--- src/rtl/fracn_div_pkg.sv ---
package fracn_div_pkg;

  typedef enum logic {
    LEVEL_LOW  = 1'b0,
    LEVEL_HIGH = 1'b1
  } level_e;

  // Length in input clocks of a period, given the base ratio and the long flag.
  function automatic int unsigned period_len(int unsigned base, logic long_sel);
    return base + 32'(long_sel);
  endfunction

  // Number of high clocks in a period of the given length (rounded down half).
  function automatic int unsigned high_len(int unsigned len);
    return len >> 1;
  endfunction

  // Index of the last count value in a period of the given length.
  function automatic int unsigned last_count(int unsigned len);
    return len - 1;
  endfunction

endpackage

--- src/rtl/fracn_frac_accum.sv ---
module fracn_frac_accum #(
  parameter int FRAC_NUM = 9,
  parameter int FRAC_EXP = 5
) (
  input  logic clk,
  input  logic rst,
  input  logic step,
  output logic long_q
);
  localparam int SW = FRAC_EXP + 1;
  localparam logic [SW-1:0] STEP_V = SW'(FRAC_NUM);

  logic [FRAC_EXP-1:0] acc_q;
  logic [SW-1:0]       sum;

  always_comb begin
    sum = {1'b0, acc_q} + STEP_V;
  end

  always_ff @(posedge clk) begin
    if (rst) begin
      acc_q  <= '0;
      long_q <= 1'b0;
    end else if (step) begin
      acc_q  <= sum[FRAC_EXP-1:0];
      long_q <= sum[FRAC_EXP];
    end
  end
endmodule

--- src/rtl/fracn_period_cnt.sv ---
module fracn_period_cnt #(
  parameter int INT_DIV = 488,
  parameter int CW      = 9
) (
  input  logic          clk,
  input  logic          rst,
  input  logic          en,
  input  logic          long_sel,
  output logic [CW-1:0] cnt_q,
  output logic          wrap
);
  import fracn_div_pkg::*;

  logic          at_last;
  logic [CW-1:0] last_v;

  always_comb begin
    last_v  = CW'(last_count(period_len(INT_DIV, long_sel)));
    at_last = (cnt_q == last_v);
    wrap    = en & at_last;
  end

  always_ff @(posedge clk) begin
    if (rst) begin
      cnt_q <= '0;
    end else if (en) begin
      cnt_q <= at_last ? '0 : cnt_q + 1'b1;
    end
  end
endmodule

--- src/rtl/fracn_wave_gen.sv ---
module fracn_wave_gen #(
  parameter int CW = 9
) (
  input  logic          clk,
  input  logic          rst,
  input  logic          en,
  input  logic [CW-1:0] cnt,
  input  logic [CW-1:0] half,
  input  logic          wrap,
  output logic          clk_q,
  output logic          tick_q
);
  import fracn_div_pkg::*;

  level_e lvl_q;

  always_ff @(posedge clk) begin
    if (rst) begin
      lvl_q  <= LEVEL_LOW;
      tick_q <= 1'b0;
    end else begin
      tick_q <= wrap;
      if (en) begin
        lvl_q <= (cnt < half) ? LEVEL_HIGH : LEVEL_LOW;
      end
    end
  end

  assign clk_q = (lvl_q == LEVEL_HIGH);
endmodule

--- src/rtl/fracn_clk_div.sv ---
module fracn_clk_div #(
  parameter int INT_DIV  = 488,
  parameter int FRAC_NUM = 9,
  parameter int FRAC_EXP = 5
) (
  input  logic clk,
  input  logic rst,
  input  logic en,
  output logic clk_out,
  output logic period_tick
);
  import fracn_div_pkg::*;

  localparam int CW = $clog2(INT_DIV + 2);

  // Named internal events, visible to the bound checker.
  logic          period_wrap;
  logic          long_period;
  logic [CW-1:0] cnt_q;
  logic [CW-1:0] half_v;

  always_comb begin
    half_v = CW'(high_len(period_len(INT_DIV, long_period)));
  end

  fracn_frac_accum #(
    .FRAC_NUM(FRAC_NUM),
    .FRAC_EXP(FRAC_EXP)
  ) u_accum (
    .clk   (clk),
    .rst   (rst),
    .step  (period_wrap),
    .long_q(long_period)
  );

  fracn_period_cnt #(
    .INT_DIV(INT_DIV),
    .CW     (CW)
  ) u_count (
    .clk     (clk),
    .rst     (rst),
    .en      (en),
    .long_sel(long_period),
    .cnt_q   (cnt_q),
    .wrap    (period_wrap)
  );

  fracn_wave_gen #(
    .CW(CW)
  ) u_wave (
    .clk   (clk),
    .rst   (rst),
    .en    (en),
    .cnt   (cnt_q),
    .half  (half_v),
    .wrap  (period_wrap),
    .clk_q (clk_out),
    .tick_q(period_tick)
  );
endmodule

--- config.mk ---
export PLATFORM = sky130hd
export DESIGN_NAME = fracn_clk_div
export DESIGN_NICKNAME = d
export VERILOG_FILES = /design/src/rtl/fracn_div_pkg.sv /design/src/rtl/fracn_frac_accum.sv /design/src/rtl/fracn_period_cnt.sv /design/src/rtl/fracn_wave_gen.sv /design/src/rtl/fracn_clk_div.sv
export SDC_FILE = /design/constraint.sdc
export NUM_CORES = 1
export LEC_CHECK = 0
export BUFFER_PORTS_ARGS = -buffer_cell sky130_fd_sc_hd__buf_2
export CORE_ASPECT_RATIO = 1.2
export CORE_UTILIZATION = 45
export CTS_BUF_LIST = sky130_fd_sc_hd__clkbuf_4
export DETAILED_ROUTE_END_ITERATION = 7
export GPL_TIMING_DRIVEN = 0
export PLACE_DENSITY = 0.73
export SLEW_MARGIN = 20
export SYNTH_ARGS = -nofsm -noshare
export SYNTH_HDL_FRONTEND = slang
export SYNTH_HIERARCHICAL = 1
export SYNTH_SLANG_ARGS = --single-unit
--- constraint.sdc ---
create_clock -name clk -period 4.5 [get_ports clk]
set_clock_uncertainty 0.2 [all_clocks]
set_input_delay 0.45 -clock clk [delete_from_list [all_inputs] [get_ports clk]]
set_output_delay 0.45 -clock clk [all_outputs]
set_load 0.02 [all_outputs]
# Word level (Yosys, flattened, before mapping)
# Cells that the tools add are included.
[op_classes]
n_eq_ne = 1
reduce_logical = 0
addsub = 4
n_shift = 0
muxes = 2
magnitude_cmp = 1
n_div = 0
n_bitwise = 1
n_mul = 0
[ops]
columns = ["operator", "n"]
rows = [
  ["$add 9x1->10 const A", 1],
  ["$add 9x1->9 const B", 1],
  ["$eq 9x9->1", 1],
  ["$lt 9x9->1", 1],
  ["$mux 9", 1],
  ["$sub 9x1->9 const B", 1],
  ["$add 5x4->6 const B", 1],
  ["$and 1x1->1", 1],
  ["$mux 1", 1],
]
[word_totals]
latch_bits = 0
input_bits = 3
ramBits = 0
n_memories = 0
mem_bits_ro = 0
word_cells = 14
register_bits = 17

# Logic depth before layout (Yosys ltp)
# Gate-level depths: netlist of the first run.
[depth]
ltp_word = 4
mapped_depth = 6
depth_no_buf = 6

# By module
# The synthesis of the first run kept the hierarchy.
[modules_own_cells]
columns = ["mod", "instances", "area_per_inst_um2", "seq_area_each_um2", "cells_per_inst"]
rows = [
  ["fracn_period_cnt", 1, 436.7, 180.2, 49],
  ["fracn_wave_gen", 1, 267.8, 40.0, 33],
  ["fracn_frac_accum", 1, 250.2, 120.1, 27],
  ["fracn_clk_div", 1, 7.5, 0.0, 2],
]

# Least setup slack after synthesis of the first run
# No wires, ideal clock.
[synth_timing]
path_type = "flip-flop to flip-flop"
start = "register u_count.cnt_q[0]"
end = "register u_accum.acc_q[3]"
arrival_time_ns = 1.888
path_slack_ns = 2.291
path_stages_with_launch = 7
path_buffers = 0
period_less_slack_ns = 2.209
path_cell_list = "dfxtp_1 > nor3_1 > nand3_1 > a2111oi_4 > inv_2 > a31oi_1 > mux2_2"
[synth_between]
elab_chain_len = 2
[synth_rtl]
columns = ["item", "line_no", "rtl"]
rows = [
  ["start: declaration", "fracn_period_cnt.sv:9", "output logic [CW-1:0] cnt_q,"],
  ["start signal: assignment", "fracn_period_cnt.sv:27", "cnt_q <= at_last ? '0 : cnt_q + 1'b1;"],
  ["$eq 9x9->1", "fracn_period_cnt.sv:19", "at_last = (cnt_q == last_v);"],
  ["$and 1x1->1", "fracn_period_cnt.sv:20", "wrap = en & at_last;"],
  ["via period_wrap", "fracn_clk_div.sv:17", "logic period_wrap;"],
  ["end signal: assignment", "fracn_frac_accum.sv:25", "acc_q <= sum[FRAC_EXP-1:0];"],
  ["end: declaration", "fracn_frac_accum.sv:13", "logic [FRAC_EXP-1:0] acc_q;"],
]
# The timed path passes the listed nets, and every way through them passes these cells.
# A chain may end at the register's enable or synchronous reset.

# Worst setup path in the final report of the first run
# Ends and elaborated chain as after synthesis.

==> results.md, run 1 <==
- Critical Path Start: u_count/cnt_q[0]$_SDFFE_PP0P_
- First-pass GRT wire length: 2.79 mm
- CORE AREA: 1910 um2
- Worst hold stages: 2
- Final Max Slew Viols: 0
- Pre-antenna DRT Iters: 5
- DIE HEIGHT: 52.7 um
- Initial drt markers: 13
- Mapped Cells: approximately 110
- I/O Buffers: 4
- Worst flop-to-flop path startpoint: u_count/cnt_q[0]$_SDFFE_PP0P_
- Synth top area share: around 35%
- Setup Viol. Count Final: 0
- Post-place setup slack: roughly 1.9 ns
- FFs w/ async S/R, synth: 0%
- Setup repair bufs after CTS: 0
- GP Congestion: between 0.7 and 0.8
- P_leak: approximately 0.45 nW
- Ys flop type: dfxtp_1
- Die width: between 40 and 50 um
- Root buf cell: clkbuf_4
- Synth area leaders: dfxtp_1 (35%), ha_1 (13%), xnor2_1 (6.4%)
- Most frequent cells in the layout: dfxtp_1 (17), nor3_1 (11), ha_1 (10), inv_1 (10)
- Post-synth cell types: 30
- Arrival time worst endpoint: between 2 and 2.5 ns
- PostCTS Resize Cnt: 0
- Period minus WS final: roughly 2.5 ns
- Data required, critical path: ~4.5 ns
- Die area: 2330 um2
- Routed len/inst: around 11 um
- Max-slew headroom: between 40% and 50%
- Min-delay src: rst
- Mapped Area: between 900 and 1000 um2
- Synth Register Bits: 17
- Worst-path fanout max: 14
- Maximum vdd drop: around 0.14 mV
- Syn. warnings: 6
- Final worst path period share: between 50% and 60%
- N_diodes: 0
- Via count: 791
- # IOs: 5
- Number of flops mapped to enable cells by yosys: 0
- PD cells: about 250 nW/um2
- Slew at the pin closest to its max-slew limit: about 0.87 ns
- Share of cells above drive strength 1: 11.1%
- H-tree level count: 1
- RSZ-0062 raised after global routing: false
- Final ANT Viol Nets: 0
- Critical path class: reg2reg
- CP cell instances: nor3_1 > nand3_1 > a2111oi_4 > inv_2 > a31oi_1 > mux2_2
- DR DRC count: 0
- CTS sink cnt: 17
- Fin Hold WS: around 0.24 ns
- Hold-fix buffers, CTS: 0
- Reg clk slew, reported paths: 0.10 ns
- Grt ovf: 0
- Max-Cap Viols: 0
- Gr usage total: between 15 and 20%
- R2R depth: 6
- Final Hold Vio Count: 0
- Outcome: completed
- Total Neg Setup Slack: 0 ns
- Final setup margin: about 2.0 ns
- Dpl hpwl: 1.26 mm
- Clk_lat worst skew: 0.30 ns
- Post-Route Utilization: ~55%
- Rows: 17
- Pin count of the biggest net entering global routing: 15
- Startpoint types: flip-flop
- Initial Utilization: 50.3%
- Final Net Count: 140
- Min-delay worst type: in2reg
- CTS tree: done
- Vias in the first global route: about 690
- Register area share after synthesis: a little over a third
- Total chip power: roughly 0.00027 W
- Routed WL: between 1.5 and 2 mm
- CTS buffer count: 3
- CP endpoint kind: flip-flop
- Crit-path max cell delay: ~0.80 ns
- Largest area contributor in the netlist: dfxtp_1
- Initial antenna violation count: 0
- Via density: between 5 and 6
- Buffer depth of the longest clock path: 2
- Slowest cell on the critical path: a2111oi_4
- Post-Syn Area per Cell: around 8.7 um2
- Area Growth Syn to Fin: 10.4%
- Commonest non-fill, non-tap cell in the layout: dfxtp_1
- Fmax achieved: between 400 and 500 MHz
metrics by stage:
step	std cells	instance area (um2)
after global placement	141	1030
after global routing	145	1060
final	145	1060
after detailed placement	141	1030
after CTS	145	1060
after floorplan	118	988
cells by family after synthesis:
group / count (synthesis) / synth area share, %
compound gates: 14 / 12.1
xor+xnor: 10 / 9.10
fa+ha+maj: 10 / 13.0
buf+inv: 13 / 5.20
flops: 17 / 35.4
mux: 3 / 3.25
other cells: 2 / 0.781
simple gates: 42 / 21.2
report_power, final:
group / internal [W] / switching, W / leakage [nW]
combinational: 0.00000905 / 0.0000123 / 0.297
sequential: 0.000153 / 0.00000430 / 0.138
clock: 0.0000406 / 0.0000478 / 0.0184
total: 0.000203 / 0.0000644 / 0.453
per-layer routing:
layer  track usage (%)  part of all wire [%]  vias up
met2              28.7                    51       10
met4              9.09                   2.6        0
li1                  -                     -      406
met3              2.07                   1.8        5
met1              18.7                    45      370
met5                 0                     0        -
Yosys cell counts, types with 2 or more instances:
cell	instances
xnor2_1	7
o21ai_0	2
nand4_1	5
dfxtp_1	17
a21oi_1	4
inv_1	10
ha_1	10
conb_1	2
mux2i_1	2
nand2_1	8
nor2_1	9
nor2b_1	2
nand3_1	4
nor3_1	11
xor2_1	3
path summary, 6_finish.rpt:
| kind | to | slack [ns] |
|---|---|---|
| setup / recovery | u_accum/acc_q[3]$_SDFFE_PP0P_ | 2.02 |
| hold / removal | u_accum/acc_q[4]$_SDFFE_PP0P_ | 0.24 |
| setup reg to reg | u_accum/acc_q[3]$_SDFFE_PP0P_ | 2.02 |
| hold reg to reg | u_wave/clk_q$_SDFFE_PP0P_ | 0.28 |
area by class of cell:
class                      count  area, um2
multi-input combinational     88        598
timing repair buffer           4       20.0
fill                         186        852
sequential                    17        340
buffer                         2       8.76
clock buffer                   4       30.0
tap                           19       23.8
inverter                      11       41.3
critical path, delay by kind of cell, from the launching register on:
kind / cells / cell delay, ns
DFF: 1 / 0.39
muxes: 1 / 0.34
and+or+nand+nor: 2 / 0.35
buffers and inverters: 1 / 0.11
AOI/OAI and AO/OA: 2 / 1.00
sequential cells by signal, indices dropped and copies added, names as in the netlist:
| signal | count |
|---|---|
| u_accum/long_q | 1 |
| u_count/cnt_q | 9 |
| u_wave/tick_q | 1 |
| u_accum/acc_q | 5 |
| u_wave/clk_q | 1 |
No activity file was read; power rests on OpenSTA's default activity.
==> run 2: changes to the inputs <==
Settings changed: ABC_AREA set to 1, PLACE_DENSITY 0.73 to 0.75.
Clock period 4.5 ns to 2.15 ns, I/O delays scaled along.
==> results.md, run 2 <==
- Largest regs: u_count/cnt_q (9), u_accum/acc_q (5)
- R2R depth: 8 (+2)
- Maximum vdd drop: 0.384 mV (+170%)
- FFs w/ async S/R, synth: 0% (unchanged)
- Post-Route Utilization: 53.1% (-2.4 points)
- Vias in the first global route: 911 (+33%)
- Final ANT Viol Nets: 0 (unchanged)
- Initial drt markers: 13 (unchanged)
- Met3 GRT Util: 2.92% (+0.85 points)
- Grt ovf: 0 (unchanged)
- Buffer depth of the longest clock path: 2 (unchanged)
- I/O Buffers: 4 (unchanged)
- Number of flops mapped to enable cells by yosys: 0 (unchanged)
- Worst hold path endpoint: u_wave/clk_q$_SDFFE_PP0P_
- Post-synth cell types: 25 (-17%)
- Min-delay worst type: in2reg
- Arrival time worst endpoint: 1.71 ns (-0.77 ns)
- CP cell instances: nand2_1 > nor3_2 > nand3_2 > inv_1 > buf_6 > nand2_4 > a21oi_1 > nor2_1
- Synth area leaders: dfxtp_1 (31%), nand2_1 (12%), ha_1 (11%)
- GR Util met2: 30.8% (+2.1 points)
- Slowest cell on the critical path: dfxtp_1
- Worst hold stages: 4 (+2)
- Worst-path fanout max: 10 (-4)
- Reg clk slew, reported paths: 0.10 ns (about the same)
- Setup repair bufs after CTS: 0 (unchanged)
- CORE AREA: 2280 um2 (+19%)
- CP endpoint kind: flip-flop
- Fmax achieved: 584 MHz (+45%)
- Dpl hpwl: 1.52 mm (+21%)
- Largest register FFs: 9 (unchanged)
- Share of cells above drive strength 1: 12.1% (+1.0 points)
- Routed WL: 1.86 mm (+12%)
- Initial antenna violation count: 0 (unchanged)
- PD cells: 458 nW/um2 (+82%)
- Rows: 19 (+2)
- GR peak layer: met2
- Via count: 928 (+17%)
- Die area: 2620 um2 (+13%)
- Data required, critical path: 2.15 ns (-2.35 ns)
- Most flops, register: u_count/cnt_q
- Count leader, synth: nand2_1
- Register-to-register setup slack: 0.44 ns (-1.58 ns)
- Area Growth Syn to Fin: 11.3%
- Mapped Cells: 157 (+41%)
- Clk_lat worst skew: 0.30 ns (about the same)
- Synth Register Bits: 17 (unchanged)
- N_diodes: 0 (unchanged)
- Final Net Count: 187 (+34%)
- Synth top area share: 31.3% (-4.1 points)
- Min-delay src: en
- Largest area contributor in the netlist: dfxtp_1
- RSZ-0062 raised after global routing: false
- DIE HEIGHT: 55.9 um (+6.1%)
- Worst flop-to-flop path startpoint: u_count/cnt_q[6]$_SDFFE_PP0P_
- CTS sink cnt: 17 (unchanged)
- CTS tree: done
- CTS buffer count: 3 (unchanged)
- Outcome: completed
- Initial Utilization: 47.7% (-2.6 points)
- Commonest non-fill, non-tap cell in the layout: nand2_1
- Critical path class: reg2reg
- Pre-antenna DRT Iters: 4 (-1)
- Mapped Area: 1090 um2 (+13%)
- Startpoint types: flip-flop
- Syn. warnings: 6 (unchanged)
- Ys flop type: dfxtp_1
- Most frequent cells in the layout: nand2_1 (34), inv_1 (29), nor2_1 (23)
- Final Hold Vio Count: 0 (unchanged)
- Setup Viol. Count Final: 0 (unchanged)
- Period minus WS final: 1.71 ns (-0.770 ns)
- First-pass GRT wire length: 3.55 mm (+27%)
- P_leak: 0.637 nW (+41%)
- Gr usage total: 18.4% (+2.0 points)
- Met1 GRT Util: 21.1% (+2.4 points)
- H-tree level count: 1 (unchanged)
- Post-Syn Area per Cell: 6.93 um2 (-20%)
- Max-Cap Viols: 0 (unchanged)
- DP Cell Count: 199 (+41%)
- GP Congestion: 0.744 (-4.7%)
- Routed len/inst: 9.10 um (-21%)
- Root buf cell: clkbuf_4
- Commonest cells post-synth: nand2_1 (34), inv_1 (29), nor2_1 (23)
- Register area share after synthesis: 31.3% (-4.1 points)
- Total Neg Setup Slack: 0 ns (unchanged)
- RR Endpoint: u_accum/acc_q[4]$_SDFFE_PP0P_
- Via density: 4.55 (-17%)
- Die width: 46.9 um (+6.1%)
- Final Max Slew Viols: 0 (unchanged)
- # IOs: 5 (unchanged)
- Pin count of the biggest net entering global routing: 11 (-4)
- DR DRC count: 0 (unchanged)
- Fin cells: 204 (+41%)
- Final worst path period share: 79.7% (+25 points)
- Crit-path max cell delay: 0.42 ns (-0.38 ns)
run 2: logic make-up after synthesis:
kind of cell	after synthesis	share of synthesized area, %
compound gates	13	6.55
xor+xnor	4	3.22
fa+ha+maj	10	11.5
buf+inv	32	12.5
flops	17	31.3
mux	1	0.920
other cells	2	0.690
simple gates	78	33.3
run 2: final cells by class:
class,count,area (um2)
Clock inverter,1,5.00
Fill cell,256,1070
Multi-Input combinational cell,115,638
Inverter,30,114
Timing Repair Buffer,5,30.0
Buffer,2,22.5
Clock buffer,3,22.5
Sequential cell,17,340
Tap cell,31,38.8
run 2: stage by stage:
stage	cell area, um2	hold WS, ns	setup slack [ns]	total power [W]
finish	1210	0.0230	0.437	0.000555
global route	1210	0.0618	0.306	0.000586
CTS	1210	0.0110	0.419	0.000565
detailed placement	1170	0.268	0.462	0.000386
global placement	1170	0.262	0.479	0.000384
floorplan	1110	0.0774	0.619	0.000373
run 2: routing by layer:
layer / vias up / share of wire, %
met5: - / 0
met3: 5 / 1.9
met1: 408 / 46
li1: 505 / -
met2: 10 / 50
met4: 0 / 2.7
run 2: where the power goes:
group          internal [W]  total [W]  leakage (nW)  switching, W
clock             0.0000695   0.000175        0.0177      0.000105
sequential         0.000320   0.000327         0.138    0.00000665
combinational     0.0000226  0.0000536         0.482     0.0000310
total              0.000412   0.000555         0.637      0.000143
run 2: worst max path at each step:
stage,start,end
finish,u_count/cnt_q[6]$_SDFFE_PP0P_,u_accum/acc_q[4]$_SDFFE_PP0P_
detailed placement,u_count/cnt_q[6]$_SDFFE_PP0P_,u_accum/acc_q[4]$_SDFFE_PP0P_
global route,u_count/cnt_q[6]$_SDFFE_PP0P_,u_accum/acc_q[4]$_SDFFE_PP0P_
CTS,u_count/cnt_q[6]$_SDFFE_PP0P_,u_accum/acc_q[4]$_SDFFE_PP0P_
global placement,u_count/cnt_q[6]$_SDFFE_PP0P_,u_accum/acc_q[4]$_SDFFE_PP0P_
floorplan,u_count/cnt_q[6]$_SDFFE_PP0P_,u_accum/acc_q[4]$_SDFFE_PP0P_
run 2: what timing repair did:
action | CTS | global route
resized for setup | 0 | 0
setup endpoints to repair | 0 | 0
hold buffers | 1 | 0
endpoints found under the hold margin | 4 | 0
run 2: critical path, delay by kind of cell, from the launching register on:
| family | cells | cell delay, ns |
|---|---|---|
| simple gates | 5 | 0.57 |
| compound gates | 1 | 0.13 |
| flops | 1 | 0.42 |
| buf+inv | 2 | 0.28 |
==> run 3: changes to the inputs <==
Settings changed: PLACE_DENSITY 0.75 to 0.72.
Clock period 2.15 ns to 1.7 ns, I/O delays scaled along.
==> results.md, run 3 (same netlist as run 2, synthesis figures left out) <==
- RR Endpoint: u_accum/acc_q[4]$_SDFFE_PP0P_
- CORE AREA: 2280 um2 (unchanged)
- Largest register FFs: 9 (unchanged)
- Grt ovf: 0 (unchanged)
- GP Congestion: 0.739 (-0.66%)
- RSZ-0062 raised after global routing: false
- I/O Buffers: 4 (unchanged)
- # IOs: 5 (unchanged)
- Largest regs: u_count/cnt_q (9), u_accum/acc_q (5)
- Final Cell Area: 1220 um2 (+1.1%)
- H-tree level count: 1 (unchanged)
- Pre-antenna DRT Iters: 4 (unchanged)
- Initial drt markers: 7 (-6)
- Root buf cell: clkbuf_4
- Critical path endpoint: u_accum/acc_q[4]$_SDFFE_PP0P_
- Maximum vdd drop: 0.500 mV (+30%)
- Total chip power: 0.000712 W (+28%)
- Period minus WS final: 1.55 ns (-0.166 ns)
- Critical path class: reg2reg
- Worst flop-to-flop path startpoint: u_count/cnt_q[6]$_SDFFE_PP0P_
- Final worst path period share: 91.0% (+11 points)
- Critical Path Start: u_count/cnt_q[6]$_SDFFE_PP0P_
- Clk_lat worst skew: 0.29 ns (about the same)
- DIE HEIGHT: 55.9 um (unchanged)
- Die area: 2620 um2 (unchanged)
- Rows: 19 (unchanged)
- Vias in the first global route: 878 (-3.6%)
- N_diodes: 0 (unchanged)
- Worst-path fanout max: 10 (unchanged)
- Total Neg Setup Slack: 0 ns (unchanged)
- Fmax achieved: 646 MHz (+11%)
- CTS buffer count: 3 (unchanged)
- Most frequent cells in the layout: nand2_1 (34), inv_1 (28), nor2_1 (23)
- Pin count of the biggest net entering global routing: 11 (unchanged)
- Reg clk slew, reported paths: 0.10 ns (about the same)
- Gr usage total: 16.5% (-1.9 points)
- Startpoint types: flip-flop
- Outcome: completed
- DR DRC count: 0 (unchanged)
- Cell Area, Placed: 1170 um2 (unchanged)
- Final Max Slew Viols: 0 (unchanged)
- CTS sink cnt: 17 (unchanged)
- Share of cells above drive strength 1: 14.9% (+2.8 points)
- Final ANT Viol Nets: 0 (unchanged)
- Setup Viol. Count Final: 0 (unchanged)
- PD cells: 581 nW/um2 (+27%)
- Register-to-register setup slack: 0.15 ns (-0.28 ns)
- First-pass GRT wire length: 3.26 mm (-8.2%)
- Max-Cap Viols: 0 (unchanged)
- P_leak: 0.641 nW (+0.61%)
- Area Growth Syn to Fin: 12.5%
- Buffer depth of the longest clock path: 2 (unchanged)
- Die width: 46.9 um (unchanged)
- Via density: 4.49 (-1.2%)
- Post-Route Utilization: 53.7% (+0.60 points)
- CTS tree: done
- Arrival time worst endpoint: 1.54 ns (-0.17 ns)
- R2R depth: 8 (unchanged)
- Data required, critical path: 1.69 ns (-0.46 ns)
- Initial Utilization: 47.7% (unchanged)
- Routed len/inst: 8.87 um (-2.5%)
- Min-delay worst type: in2reg
- Routed WL: 1.82 mm (-2.0%)
- Fill cells: 230 (-10%)
- Most flops, register: u_count/cnt_q
- Final Net Count: 188 (+0.53%)
- Dpl hpwl: 1.51 mm (-0.48%)
- Commonest non-fill, non-tap cell in the layout: nand2_1
- CP endpoint kind: flip-flop
- Final Hold Vio Count: 0 (unchanged)
- Initial antenna violation count: 0 (unchanged)
- Via count: 921 (-0.75%)
==> run 3: cell types whose count changed in the layout (fill, tap and decap cells not counted), sizes merged <==
cell | before | now
clkbuf | 3 | 4
clkinv | 2 | 1
buf | 6 | 7
==> run 3: layer usage <==
layer | GRT usage [%] | up-vias | wire [um]
li1 | - | 505 | -
met1 | 17.8 | 406 | 782
met2 | 30.8 | 8 | 993
met3 | 1.95 | 2 | 27
met4 | 5.31 | 0 | 17
met5 | 0 | - | 0
==> run 3: report_power, final <==
| group | internal (W) | switching [W] | total, W | leakage (nW) |
|---|---|---|---|---|
| Sequential | 0.000405 | 0.00000867 | 0.000413 | 0.139 |
| Clock | 0.000107 | 0.000124 | 0.000231 | 0.0184 |
| Combinational | 0.0000285 | 0.0000390 | 0.0000675 | 0.483 |
==> run 3: worst max-delay path: stages (launching register included) <==
cell     delay [ns]
dfxtp_2        0.38
nand2_1        0.09
nor3_2         0.20
nand3_2        0.12
inv_2          0.09
buf_6          0.14
nand2_4        0.05
a21oi_1        0.13
nor2_1         0.05
==> run 3: how the worst min path moves through the flow <==
| stage | slack, ns | end | cells past startpoint | from |
|---|---|---|---|---|
| after global routing | 0.02 | u_wave/clk_q$_SDFFE_PP0P_ | 4 | en |
| after floorplan | 0.03 | u_wave/clk_q$_SDFFE_PP0P_ | 1 | rst |
| after CTS | 0.009 | u_wave/clk_q$_SDFFE_PP0P_ | 4 | en |
| after global placement | 0.24 | u_wave/clk_q$_SDFFE_PP0P_ | 2 | rst |
| after detailed placement | 0.25 | u_wave/clk_q$_SDFFE_PP0P_ | 2 | rst |
| final | 0.01 | u_wave/clk_q$_SDFFE_PP0P_ | 4 | en |
==> run 3: repair_timing <==
action,4_1_cts,5_1_grt
hold buffers,1,0
setup endpoints to repair,1,4
resized for setup,1,3
pin swaps,0,1
hold endpoints to repair,4,0
buffers inserted,0,1
==> run 3: final cells by class <==
type / instances / area, um2 / area share [%]
buffer: 2 / 22.5 / 1.84
clock buffer: 4 / 30.0 / 2.45
inverter: 30 / 114 / 9.30
multi-input combinational: 115 / 638 / 52.1
sequential: 17 / 344 / 28.1
tap: 31 / 38.8 / 3.17
timing repair buffer: 6 / 37.5 / 3.06
==> run 3: stage by stage <==
stage	hold slack [ns]	std cells	setup slack, ns
3_5_place_dp	0.253	199	0.0102
4_1_cts	0.00869	204	0.0248
3_3_place_gp	0.239	199	0.0279
5_1_grt	0.0227	205	0.0294
2_1_floorplan	0.0324	164	0.169
6_report	0.0120	205	0.152
